[config.mk]
export PLATFORM = sky130hd
export DESIGN_NAME = dual_countdown_timer
export DESIGN_NICKNAME = d
export VERILOG_FILES = /design/src/rtl/dct_pkg.sv /design/src/rtl/dct_prescaler.sv /design/src/rtl/dct_channel.sv /design/src/rtl/dual_countdown_timer.sv
export SDC_FILE = /design/constraint.sdc
export NUM_CORES = 1
export LEC_CHECK = 0
export BUFFER_PORTS_ARGS = -buffer_cell sky130_fd_sc_hd__buf_2
export CORE_ASPECT_RATIO = 1.4
export CORE_MARGIN = 8
export CORE_UTILIZATION = 45
export CTS_BUF_LIST = sky130_fd_sc_hd__clkbuf_2 sky130_fd_sc_hd__clkbuf_4 sky130_fd_sc_hd__clkbuf_8
export CTS_CLUSTER_DIAMETER = 80
export DETAILED_ROUTE_END_ITERATION = 7
export PLACE_DENSITY = 0.68
export SYNTH_ARGS = -nofsm -noshare
export SYNTH_HDL_FRONTEND = slang
export SYNTH_SLANG_ARGS = --single-unit
[constraint.sdc]
create_clock -name clk -period 5.9 [get_ports clk]
set_input_delay 1.18 -clock clk [delete_from_list [all_inputs] [get_ports clk]]
set_output_delay 1.18 -clock clk [all_outputs]
set_load 0.01 [all_outputs]
[src/rtl/dct_pkg.sv]
package dct_pkg;

  localparam int CW = 32;
  localparam int SW = 16;
  localparam int PW = 8;

  typedef enum logic [1:0] {
    MODE_FREE     = 2'd0,
    MODE_PERIODIC = 2'd1,
    MODE_ONESHOT  = 2'd2
  } run_mode_e;

  typedef enum logic [2:0] {
    RG_LOAD  = 3'd0,
    RG_VALUE = 3'd1,
    RG_CTRL  = 3'd2,
    RG_ICLR  = 3'd3,
    RG_RAW   = 3'd4,
    RG_MASK  = 3'd5,
    RG_BG    = 3'd6,
    RG_NONE  = 3'd7
  } reg_e;

  typedef struct packed {
    logic       en;
    logic       periodic;
    logic       ie;
    logic [1:0] pscale;
    logic       wide;
    logic       oneshot;
  } ctrl_t;

  typedef struct packed {
    logic [CW-1:0] count;
    logic          hit;
  } step_t;

  localparam ctrl_t CTRL_RESET = '{en: 1'b0, periodic: 1'b0, ie: 1'b1,
                                   pscale: 2'b00, wide: 1'b0, oneshot: 1'b0};

  function automatic logic [CW-1:0] size_mask(input logic wide);
    return wide ? {CW{1'b1}} : {{(CW-SW){1'b0}}, {SW{1'b1}}};
  endfunction

  function automatic run_mode_e mode_of(input ctrl_t c);
    if (c.oneshot)       return MODE_ONESHOT;
    else if (c.periodic) return MODE_PERIODIC;
    else                 return MODE_FREE;
  endfunction

  // last prescaler phase before a tick: 0, 15 or 255
  function automatic logic [PW-1:0] pre_last(input logic [1:0] ps);
    case (ps)
      2'b00:   return PW'(0);
      2'b01:   return PW'(15);
      default: return PW'(255);
    endcase
  endfunction

  // one counter step on a prescaler tick
  function automatic step_t count_step(input logic [CW-1:0] cnt,
                                       input logic [CW-1:0] reload,
                                       input ctrl_t c);
    step_t r;
    logic [CW-1:0] m, vis;
    m   = size_mask(c.wide);
    vis = cnt & m;
    r.hit = 1'b0;
    if (vis != '0) begin
      r.count = (vis - 1'b1) & m;
      r.hit   = (vis == {{(CW-1){1'b0}}, 1'b1});
    end else begin
      case (mode_of(c))
        MODE_ONESHOT:  r.count = vis;
        MODE_PERIODIC: r.count = reload;
        default:       r.count = m;
      endcase
    end
    return r;
  endfunction

  // ctrl image bits {7,6,5,3,2,1,0}
  function automatic ctrl_t ctrl_from_bits(input logic [6:0] b);
    ctrl_t c;
    c.en       = b[6];
    c.periodic = b[5];
    c.ie       = b[4];
    c.pscale   = b[3:2];
    c.wide     = b[1];
    c.oneshot  = b[0];
    return c;
  endfunction

  function automatic logic [31:0] ctrl_to_bus(input ctrl_t c);
    return {24'd0, c.en, c.periodic, c.ie, 1'b0, c.pscale, c.wide, c.oneshot};
  endfunction

endpackage

[src/rtl/dct_prescaler.sv]
module dct_prescaler
  import dct_pkg::*;
(
  input  logic       clk,
  input  logic       rst_n,
  input  logic       run,
  input  logic       restart,
  input  logic [1:0] ps,
  output logic       tick
);

  logic [PW-1:0] phase_q;
  logic [PW-1:0] last;

  assign last = pre_last(ps);
  // >= keeps a lowered divide from stalling mid-count
  assign tick = run && (phase_q >= last);

  always_ff @(posedge clk or negedge rst_n) begin
    if (!rst_n)                      phase_q <= '0;
    else if (!run || restart || tick) phase_q <= '0;
    else                              phase_q <= phase_q + 1'b1;
  end


  prescale_idle_chk: assert property (@(posedge clk) disable iff (!rst_n)
    !run |=> (phase_q == '0));

endmodule

[src/rtl/dct_channel.sv]
module dct_channel
  import dct_pkg::*;
(
  input  logic          clk,
  input  logic          rst_n,
  input  logic          wr_en,
  input  reg_e          wr_sel,
  input  logic [CW-1:0] wr_data,
  output logic [CW-1:0] load_o,
  output logic [CW-1:0] value_o,
  output ctrl_t         ctrl_o,
  output logic          raw_o,
  output logic          masked_o
);

  logic [CW-1:0] load_q, cnt_q;
  ctrl_t         ctrl_q;
  logic          raw_q;
  logic          tick, hit;
  logic          ld_we, bg_we, ctl_we, clr_we;
  step_t         nxt;

  assign ld_we  = wr_en && (wr_sel == RG_LOAD);
  assign bg_we  = wr_en && (wr_sel == RG_BG);
  assign ctl_we = wr_en && (wr_sel == RG_CTRL);
  assign clr_we = wr_en && (wr_sel == RG_ICLR);

  dct_prescaler u_pre (
    .clk     (clk),
    .rst_n   (rst_n),
    .run     (ctrl_q.en),
    .restart (ld_we),
    .ps      (ctrl_q.pscale),
    .tick    (tick)
  );

  assign nxt = count_step(cnt_q, load_q, ctrl_q);
  assign hit = tick && nxt.hit && !ld_we;

  always_ff @(posedge clk or negedge rst_n) begin
    if (!rst_n) begin
      load_q <= '0;
      cnt_q  <= '1;
      ctrl_q <= CTRL_RESET;
      raw_q  <= 1'b0;
    end else begin
      if (ld_we)      cnt_q <= wr_data;
      else if (tick)  cnt_q <= nxt.count;
      if (ld_we || bg_we) load_q <= wr_data;
      if (ctl_we)
        ctrl_q <= ctrl_from_bits({wr_data[7:5], wr_data[3:0]});
      if (hit)         raw_q <= 1'b1;
      else if (clr_we) raw_q <= 1'b0;
    end
  end

  assign load_o   = load_q;
  assign value_o  = cnt_q & size_mask(ctrl_q.wide);
  assign ctrl_o   = ctrl_q;
  assign raw_o    = raw_q;
  assign masked_o = raw_q & ctrl_q.ie;


  hold_when_off_chk: assert property (@(posedge clk) disable iff (!rst_n)
    (!ctrl_q.en && !ld_we) |=> $stable(cnt_q));


  load_take_chk: assert property (@(posedge clk) disable iff (!rst_n)
    ld_we |=> (cnt_q == $past(wr_data)));


  oneshot_rest_chk: assert property (@(posedge clk) disable iff (!rst_n)
    (ctrl_q.oneshot && value_o == '0 && !ld_we && !ctl_we) |=> (value_o == '0));


  raw_cause_chk: assert property (@(posedge clk) disable iff (!rst_n)
    $rose(raw_q) |-> $past(hit));


  raw_clear_chk: assert property (@(posedge clk) disable iff (!rst_n)
    (clr_we && !hit) |=> !raw_q);


  bg_keep_chk: assert property (@(posedge clk) disable iff (!rst_n)
    (bg_we && !ld_we && !tick) |=> $stable(cnt_q));

endmodule

[src/rtl/dual_countdown_timer.sv]
module dual_countdown_timer
  import dct_pkg::*;
#(
  parameter int          ADDR_W    = 12,
  parameter logic [31:0] PERIPH_ID = 32'h0014_2D61,
  parameter logic [31:0] CELL_ID   = 32'hB105_F00D
) (
  input  logic              clk,
  input  logic              rst_n,
  input  logic [ADDR_W-1:0] bus_addr,
  input  logic              bus_we,
  input  logic [31:0]       bus_wdata,
  output logic [31:0]       bus_rdata,
  output logic              irq_t0,
  output logic              irq_t1,
  output logic              irq_any
);

  localparam int NCH = 2;
  localparam int HIW = ADDR_W - 5;
  localparam logic [HIW-1:0] ID_PAGE = HIW'(12'hFE0 >> 5);

  logic    aligned, in_timer, in_id, ch;
  reg_e    sel;
  logic [CW-1:0] ch_load  [NCH];
  logic [CW-1:0] ch_value [NCH];
  ctrl_t         ch_ctrl  [NCH];
  logic          ch_raw   [NCH];
  logic          ch_mask  [NCH];

  assign aligned  = (bus_addr[1:0] == 2'b00);
  assign in_timer = aligned && (bus_addr[ADDR_W-1:6] == '0);
  assign in_id    = aligned && (bus_addr[ADDR_W-1:5] == ID_PAGE);
  assign ch       = bus_addr[5];
  assign sel      = reg_e'(bus_addr[4:2]);

  function automatic logic [7:0] id_byte(input logic [2:0] idx);
    return idx[2] ? CELL_ID[idx[1:0]*8 +: 8] : PERIPH_ID[idx[1:0]*8 +: 8];
  endfunction

  for (genvar g = 0; g < NCH; g++) begin : g_ch
    logic wr_here;
    assign wr_here = bus_we && in_timer && (ch == 1'(g));
    dct_channel u_ch (
      .clk      (clk),
      .rst_n    (rst_n),
      .wr_en    (wr_here),
      .wr_sel   (sel),
      .wr_data  (bus_wdata),
      .load_o   (ch_load[g]),
      .value_o  (ch_value[g]),
      .ctrl_o   (ch_ctrl[g]),
      .raw_o    (ch_raw[g]),
      .masked_o (ch_mask[g])
    );
  end

  always_comb begin
    bus_rdata = '0;
    if (in_timer) begin
      case (sel)
        RG_LOAD, RG_BG: bus_rdata = ch_load[ch];
        RG_VALUE:       bus_rdata = ch_value[ch];
        RG_CTRL:        bus_rdata = ctrl_to_bus(ch_ctrl[ch]);
        RG_RAW:         bus_rdata = {31'd0, ch_raw[ch]};
        RG_MASK:        bus_rdata = {31'd0, ch_mask[ch]};
        default:        bus_rdata = '0;
      endcase
    end else if (in_id) begin
      bus_rdata = {24'd0, id_byte(bus_addr[4:2])};
    end
  end

  assign irq_t0  = ch_mask[0];
  assign irq_t1  = ch_mask[1];
  assign irq_any = irq_t0 | irq_t1;


  id_write_inert_chk: assert property (@(posedge clk) disable iff (!rst_n)
    (bus_we && in_id && !ch_ctrl[0].en && !ch_ctrl[1].en)
      |=> ($stable(ch_value[0]) && $stable(ch_value[1])));

endmodule

Word level (Yosys, flattened, before mapping)
Cells that the tools add are included.
Storage, ports and cells
  bits in registers: 160
  output and inout bits: 35
  word-level logic and storage cells: 139
Operators by class
  add/subtract/negate cells: 4
  order comparisons: 3
  equality and inequality tests: 15
  shift operators: 2
  mux-type cells: 45
  bitwise operators: 9
  reductions and logical operators: 41
Operator list (count)
  $mux W32: 15
  $pmux W32 S5: 1
  $and A32 B32 Y32: 4
  $pmux W32 S2: 2
  $eq A32 B1 Y1 const B: 2
  $reduce_bool A32 Y1: 2
  $shiftx A32 B6 Y8 const A: 2
  $sub A32 B1 Y32 const B: 2
  $mux W8: 4
  $pmux W8 S2: 2
  $mux W7: 3
  $logic_and A1 B1 Y1: 19
  $add A8 B1 Y8 const B: 2
  $ge A8 B8 Y1: 2
  $mux W1: 14
  $eq A3 B3 Y1 const B: 3
  $eq A2 B1 Y1 const B: 4
  $mux W2: 4
  $reduce_bool A2 Y1: 4
  $eq A7 B7 Y1 const B: 1
  $eq A3 B2 Y1 const B: 2
  $logic_not A2 Y1: 3
  $logic_not A6 Y1: 1
  $logic_or A1 B1 Y1: 6
  10 further kinds: 15

Depth between registers and ports, before layout
Gate-level depths: netlist of the first run.
  depth after elaboration: 9
  mapped depth: 12
  depth with buffers taken out: 9

By module
From an unflattened synthesis of the first run, not the netlist that was laid out.
Second synthesis, totals
  cells, all modules: 1372
  area total of the unflattened synthesis: 12032.8 sq um
By module, submodules not included
  dct_channel (g_ch[1].u_ch): instances 1, cells each 545, area an instance 4797.1 sq um, sequential area each 1843.0 sq um
  dct_channel (g_ch[0].u_ch): instances 1, cells each 529, area an instance 4677.0 sq um, sequential area each 1843.0 sq um
  dual_countdown_timer: instances 1, cells each 200, area an instance 1525.2 sq um, sequential area each 0.0 sq um
  dct_prescaler: instances 2, cells each 49, area an instance 516.7 sq um, sequential area each 200.2 sq um

Worst setup path before layout of the first run
No wires, ideal clock.
  path kind: in2out
  from: input port bus_addr[3]
  to: output port bus_rdata[20]
  data arrival time: 2817 ps
  data required time: 4720 ps
  slack: 1903 ps
  cell stages on the path: 6
  buffers on the path: 3
  cells stage by stage: clkbuf_1 > nor3_1 > clkbuf_1 > clkbuf_1 > a21oi_1 > nor2_1
Between the ends
  cells in the longest elaborated chain, start to end: 4
  elaborated cells between the ends (all ways): 9
  classes of those cells: eq/ne (5); mux (2); reduce/logical (2)
Ends and longest elaborated chain
  start, declared: RTL line dual_countdown_timer.sv:10  | input logic [ADDR_W-1:0] bus_addr,
  $eq A3 B3 Y1 or $logic_not A3 Y1 (tied branches): RTL line dual_countdown_timer.sv:61  | case (sel)
  $reduce_or A2 Y1: RTL line dual_countdown_timer.sv:61
  $pmux W32 S5 (*): RTL line dual_countdown_timer.sv:61
  $mux W32 (*): RTL line dual_countdown_timer.sv:60  | if (in_timer) begin
  end, declared: RTL line dual_countdown_timer.sv:13  | output logic [31:0] bus_rdata,
Every way passes the cells marked *; elsewhere a longest branch is shown, timed or not.

Worst setup path after layout of the first run
  from: input port bus_addr[3]
  to: output port bus_rdata[19]
Same word-level chain as after synthesis.

==> results.md, run 1 <==
- Status: complete, no violations
- Root Buffer: clkbuf_8
- Cell count after synthesis: 1347
- Grt ovf: 0
- Width of the die: roughly 150 microns
- Distinct cells, synth: between 70 and 80
- Critical-path cell list: buf_2 > and2_0 > o21ai_2 > nor2_1 > a21oi_1 > nor2_1 > buf_2
- Yosys warning total: 0
- Reg2reg start: g_ch[1].u_ch.cnt_q[4]
- Max_cap viols: 0
- RSZ-0062 raised after global routing: no
- Final Hold Fails: 0
- Crit Path Max Fanout: 30
- Relative slew slack: 0.174
- Total Neg Setup Slack: 0 ps
- CTS Buf Count: 17
- Post-CTS Setup Bufs: 0
- CTS tree: built
- DR DRC count: 0
- Number of I/O pins: roughly 80
- Post-synth EDFFs: 0
- Fin crit share: 0.815
- Ant diodes: 0
- CTS Buffer Depth: 2
- Seq/Total Area, Yosys: 0.362
- First-pass GRT wire length: between 50000 and 60000 microns
- Count leader, synth: nand2_1
- Final setup viols: 0
- Period minus WS final: 4810 ps
- Fillers: 2435
- Gr usage total: 0.251
- Post-synthesis cell area: between 10000 and 15000 sq um
- Worst path max stage delay: around 1100 ps
- Final Wtd Congestion: 0.990
- Number of instances in the placed design: approximately 1700
- Via density per instance: 6.40
- Vias in the first global route: 10500
- R2r setup slk: about 2200 ps
- Layout net count: about 1400
- Layout cells sized above 1: 0.213
- Largest area contributor in the netlist: dfrtp_1
- Worst skew pair latency: just under 500 ps
- Worst hold stages: 2
- Final ANT Viol Nets: 0
- Post-synth top cells: 146 x nand2_1, 121 x o21ai_0, 119 x nor2_1
- Wire length per cell: 22.6 microns
- Core Area: 24700 sq um
- Largest net degree at the start of global routing: 69
- DR iter-0 viols: 970
- Crit Path Category: input pin to output port
- Hold Path Class: flip-flop to flip-flop
- Lkg Pwr: slightly above 5 nW
- Top FF cell, synth: dfrtp_1
- Die Y: just over 200 microns
- # hold bufs at CTS: 0
- First-pass detailed-route iteration total: 5
- Slew of the pin with the lowest slew margin: 1240 ps
- Clk slew on worst S/H paths: roughly 100 ps
- Worst Path Arrival: 3630 ps
- Ys async rst share: 1.00
- Post-cts resize count: 0
- Via count: approximately 11000
- HPWL after detailed placement: about 27000 microns
- Initial antenna violation count: 0
- Synth top area cells: dfrtp_1 21%, dfstp_2 15%, mux2_2 7.0%, o21ai_0 5.4%, a21oi_1 5.1%
- Fin cells: about 1700
- Area grow syn2layout: 8.78%
- Max rail drop VDD: ~150 uV
- Worst Skew: around 14 ps
- Sink Count: between 150 and 200
- Syn avg cell area: roughly 8.4 sq um
- PortBufs: between 80 and 90
- Top cell type's share of synthesized area: 0.208
- Synth Net Count: 1412
- Min-delay src: g_ch[1].u_ch.cnt_q[5]
- Post-Route WL: 38300 microns
- Hold Path Sink: g_ch[1].u_ch.cnt_q[5]
- Flops & latches, synth: 160
- Worst setup EP type: output port
- CP Launch Type: input pin
- RR Endpoint: g_ch[1].u_ch.cnt_q[15]
- Maximum clock rate: about 210 MHz
- Worst EP required: approximately 4700 ps
- Cells on worst reg2reg path: 7
- Slowest-stage cell, CP: o21ai_2
- Full die area: 30500 sq um
- Htree depth: 4
- Pins Over Slew Limit: 0
- Initial Utilization: 0.457
- Rows: 68
- P per Cell Area: between 150 and 200 nW/um^2
## cell type report
| class | count | area, sq um | share of cell area |
|---|---|---|---|
| clock buffers | 18 | 248 | 0.0202 |
| clock inverters | 14 | 133 | 0.0108 |
| inverters | 38 | 143 | 0.0116 |
| multi-input cells | 1047 | 6670 | 0.543 |
| flip-flops and latches | 160 | 4090 | 0.333 |
| well taps | 315 | 394 | 0.0321 |
| repair buffers | 106 | 602 | 0.0490 |
## registers in the layout, summed over array words and instances, names as in the netlist
register	cells
g_ch.u_ch.cnt_q	64
g_ch.u_ch.load_o	64
g_ch.u_ch.u_pre.phase_q	16
g_ch.u_ch.ctrl_o	14
g_ch.u_ch.raw_o	2
## cells by family after synthesis
family,after synthesis,synth area share
multiplexers,121,0.115
XOR/XNOR,27,0.0210
flip-flops,160,0.362
AO/OA/AOI/OAI,428,0.242
adder cells (fa/ha/maj),18,0.0200
buffers and inverters,140,0.0496
AND/OR/NAND/NOR,453,0.190
## routing by layer
metal	vias up	routed length, microns	GRT usage
met5	-	0	0
met4	0	2320	0.158
met3	120	2410	0.0382
li1	4976	-	-
met1	5260	15500	0.312
met2	516	18100	0.401
## through the flow
step | total power (W) | setup slack (ps) | utilization | hold slack [ps] | area (sq um)
final | 0.00242 | 1090 | 0.497 | 505 | 12300
after global routing | 0.00252 | 928 | 0.497 | 518 | 12300
after CTS | 0.00243 | 1170 | 0.497 | 504 | 12300
after detailed placement | 0.00162 | 1170 | 0.482 | 491 | 11900
after global placement | 0.00162 | 1230 | 0.482 | 488 | 11900
after floorplan | 0.00147 | 1900 | - | 467 | 11300
## worst max-delay path: cells and delay by family
family	cells	cell delay [ps]
compound gates	2	1230
buf+inv	2	470
simple gates	3	710
## report_power, final
part           internal [W]  switching, W
logic              0.000140      0.000280
registers           0.00114     0.0000494
clock network      0.000350      0.000460
total               0.00163      0.000790
## how the worst max path moves through the flow
stage | from | to | slack, ps | cells past startpoint
finish | bus_addr[3] | bus_rdata[19] | 1090 | 7
global route | bus_addr[3] | bus_rdata[20] | 930 | 7
CTS | bus_addr[3] | bus_rdata[17] | 1170 | 7
detailed placement | bus_addr[3] | bus_rdata[17] | 1170 | 7
global placement | bus_addr[3] | bus_rdata[20] | 1230 | 7
floorplan | bus_addr[3] | bus_rdata[20] | 1900 | 6
## cells in the final DEF, fill, tap and decap left out, drive strengths merged, types with 14 or more instances in the layout
cell	count
ha	18
nor4	17
and3	14
dfrtp	94
nand3	40
xor2	15
a22oi	14
a221oi	16
nor2	119
a21oi	114
o21ai	129
mux2i	51
a21o	22
o31ai	18
clkbuf	18
nand2	146
mux2	70
nor3	41
a211oi	19
inv	42
buf	106
o211ai	16
dfstp	66
Power figures use the tool's default switching activity.
==> run 2, diff against run 1 <==
==> constraint.sdc (replaced) <==
create_clock -name clk -period 4.92 [get_ports clk]
set_input_delay 0.984 -clock clk [delete_from_list [all_inputs] [get_ports clk]]
set_output_delay 0.984 -clock clk [all_outputs]
set_load 0.01 [all_outputs]
==> run 2 against run 1 <==
  * Sequential power increased by 20%
  * Cell area increased by 1.0%
  * Critical path depth unchanged
  * Highest routed layer unchanged
==> results.md, run 2 (synthesis gave the netlist of run 1 again) <==
- Status: complete, no violations
- CP Launch Type: input pin
- Commonest cells after routing, fill and taps aside: 146 x nand2_1, 121 x o21ai_0, 118 x nor2_1
- Layout net count: 1439
- Post-CTS Setup Bufs: 0
- Crit Path Category: input pin to output port
- Fin cells: 1702
- Hold Path Class: flip-flop to flip-flop
- Rows: 68
- Via count: 10900
- Lkg Pwr: 5.18 nW
- Worst EP required: approximately 3900 ps
- Full die area: roughly 30000 sq um
- Die Y: 203 microns
- Root Buffer: clkbuf_8
- CTS tree: built
- Register area: around 4100 sq um
- Post-cts resize count: 0
- Final Hold Fails: 0
- Period minus WS final: between 4000 and 5000 ps
- Crit Path Max Fanout: 27
- Ant diodes: 0
- Slowest-stage cell, CP: o21ai_2
- Initial antenna violation count: 0
- Maximum clock rate: between 200 and 250 MHz
- Grt ovf: 0
- Post-Route WL: around 39000 microns
- Largest net degree at the start of global routing: between 100 and 150
- Worst path max stage delay: 1010 ps
- Vias in the first global route: around 11000
- Max_cap viols: 0
- DR DRC count: 0
- Htree depth: 4
- Gr usage total: 0.252
- Core Area: between 20000 and 25000 sq um
- Worst skew pair latency: between 400 and 500 ps
- Final ANT Viol Nets: 0
- Sink Count: 160
- DR iter-0 viols: roughly 1000
- Pins Over Slew Limit: 0
- Initial Utilization: 0.457
- Final Wtd Congestion: 0.977
- PortBufs: 81
- P per Cell Area: about 250 nW/um^2
- Fin crit share: 0.836
- Critical-path cell list: buf_2 > nor2_1 > o21ai_2 > nor2_1 > a21oi_1 > nor2_1 > buf_2
- RSZ-0062 raised after global routing: no
- Clk slew on worst S/H paths: around 80 ps
- CTS Buffer Depth: 2
- Layout cells sized above 1: 0.215
- CTS Buf Count: 17
- Worst Skew: about 21 ps
- Fillers: between 2000 and 2500
- First-pass GRT wire length: 59700 microns
- CP dominant cell by count: nor2_1
- Worst setup EP type: output port
- Leading cell type in the layout, fill and taps excluded: nand2_1
- Number of instances in the placed design: approximately 1700
- Via density per instance: roughly 6.4
- Number of I/O pins: just over 80
- HPWL after detailed placement: roughly 28000 microns
- First-pass detailed-route iteration total: 5
- Total Neg Setup Slack: 0 ps
- Width of the die: 150 microns
- # hold bufs at CTS: 0
- Worst Path Arrival: between 3000 and 4000 ps
- Wire length per cell: 22.7 microns
- Multi-input logic area: 6670 sq um
- Final Core Density: 0.502
- Relative slew slack: 0.160
- Area grow syn2layout: 9.87%
- Final setup viols: 0
- Max rail drop VDD: between 150 and 200 uV
- Slew of the pin with the lowest slew margin: 1260 ps
- Final hold slack: between 500 and 600 ps
[run 2: per-stage QoR]
stage / instance area, sq um / setup WS (ps) / power (W)
after detailed placement: 11900 / 895 / 0.00196
after floorplan: 11300 / 1310 / 0.00176
after global routing: 12400 / 615 / 0.00321
after CTS: 12400 / 888 / 0.00309
final: 12400 / 805 / 0.00309
after global placement: 11900 / 897 / 0.00195
[run 2: final timing paths]
kind,end,cells after the start,start,slack [ps]
setup / recovery,bus_rdata[17],7,bus_addr[4],800
hold / removal,g_ch[1].u_ch.cnt_q[5],2,g_ch[1].u_ch.cnt_q[5],500
setup reg to reg,g_ch[0].u_ch.cnt_q[5],7,g_ch[0].u_ch.cnt_q[27],1580
hold reg to reg,g_ch[1].u_ch.cnt_q[5],2,g_ch[1].u_ch.cnt_q[5],500
max in group asynchronous,g_ch[0].u_ch.cnt_q[18],2,rst_n,3350
min in group asynchronous,g_ch[1].u_ch.u_pre.phase_q[7],1,rst_n,620
[run 2: worst max-delay path, delay by kind of cell]
kind | cells | cell delay [ps]
AOI/OAI and AO/OA | 2 | 1210
buffers and inverters | 2 | 530
and+or+nand+nor | 3 | 380
[run 2: metal layers]
layer | wire length (microns) | vias up | global-route usage
met5 | 0 | - | 0
met4 | 2670 | 0 | 0.173
met3 | 2720 | 125 | 0.0373
met2 | 18100 | 536 | 0.401
met1 | 15200 | 5267 | 0.310
li1 | - | 4993 | -
[run 2: power breakdown]
part           switching, W  leakage [nW]  internal [W]
Clock              0.000520         0.237      0.000620
Sequential        0.0000611          1.92       0.00137
Combinational      0.000340          3.03      0.000174
Total              0.000921          5.18       0.00216
[run 2: cell type report]
cell class	count	share of cell area
inverters	38	0.0115
clock buffers	23	0.0245
clock inverters	9	0.0126
repair buffers	110	0.0520
well taps	315	0.0318
flip-flops and latches	160	0.330
multi-input cells	1047	0.538
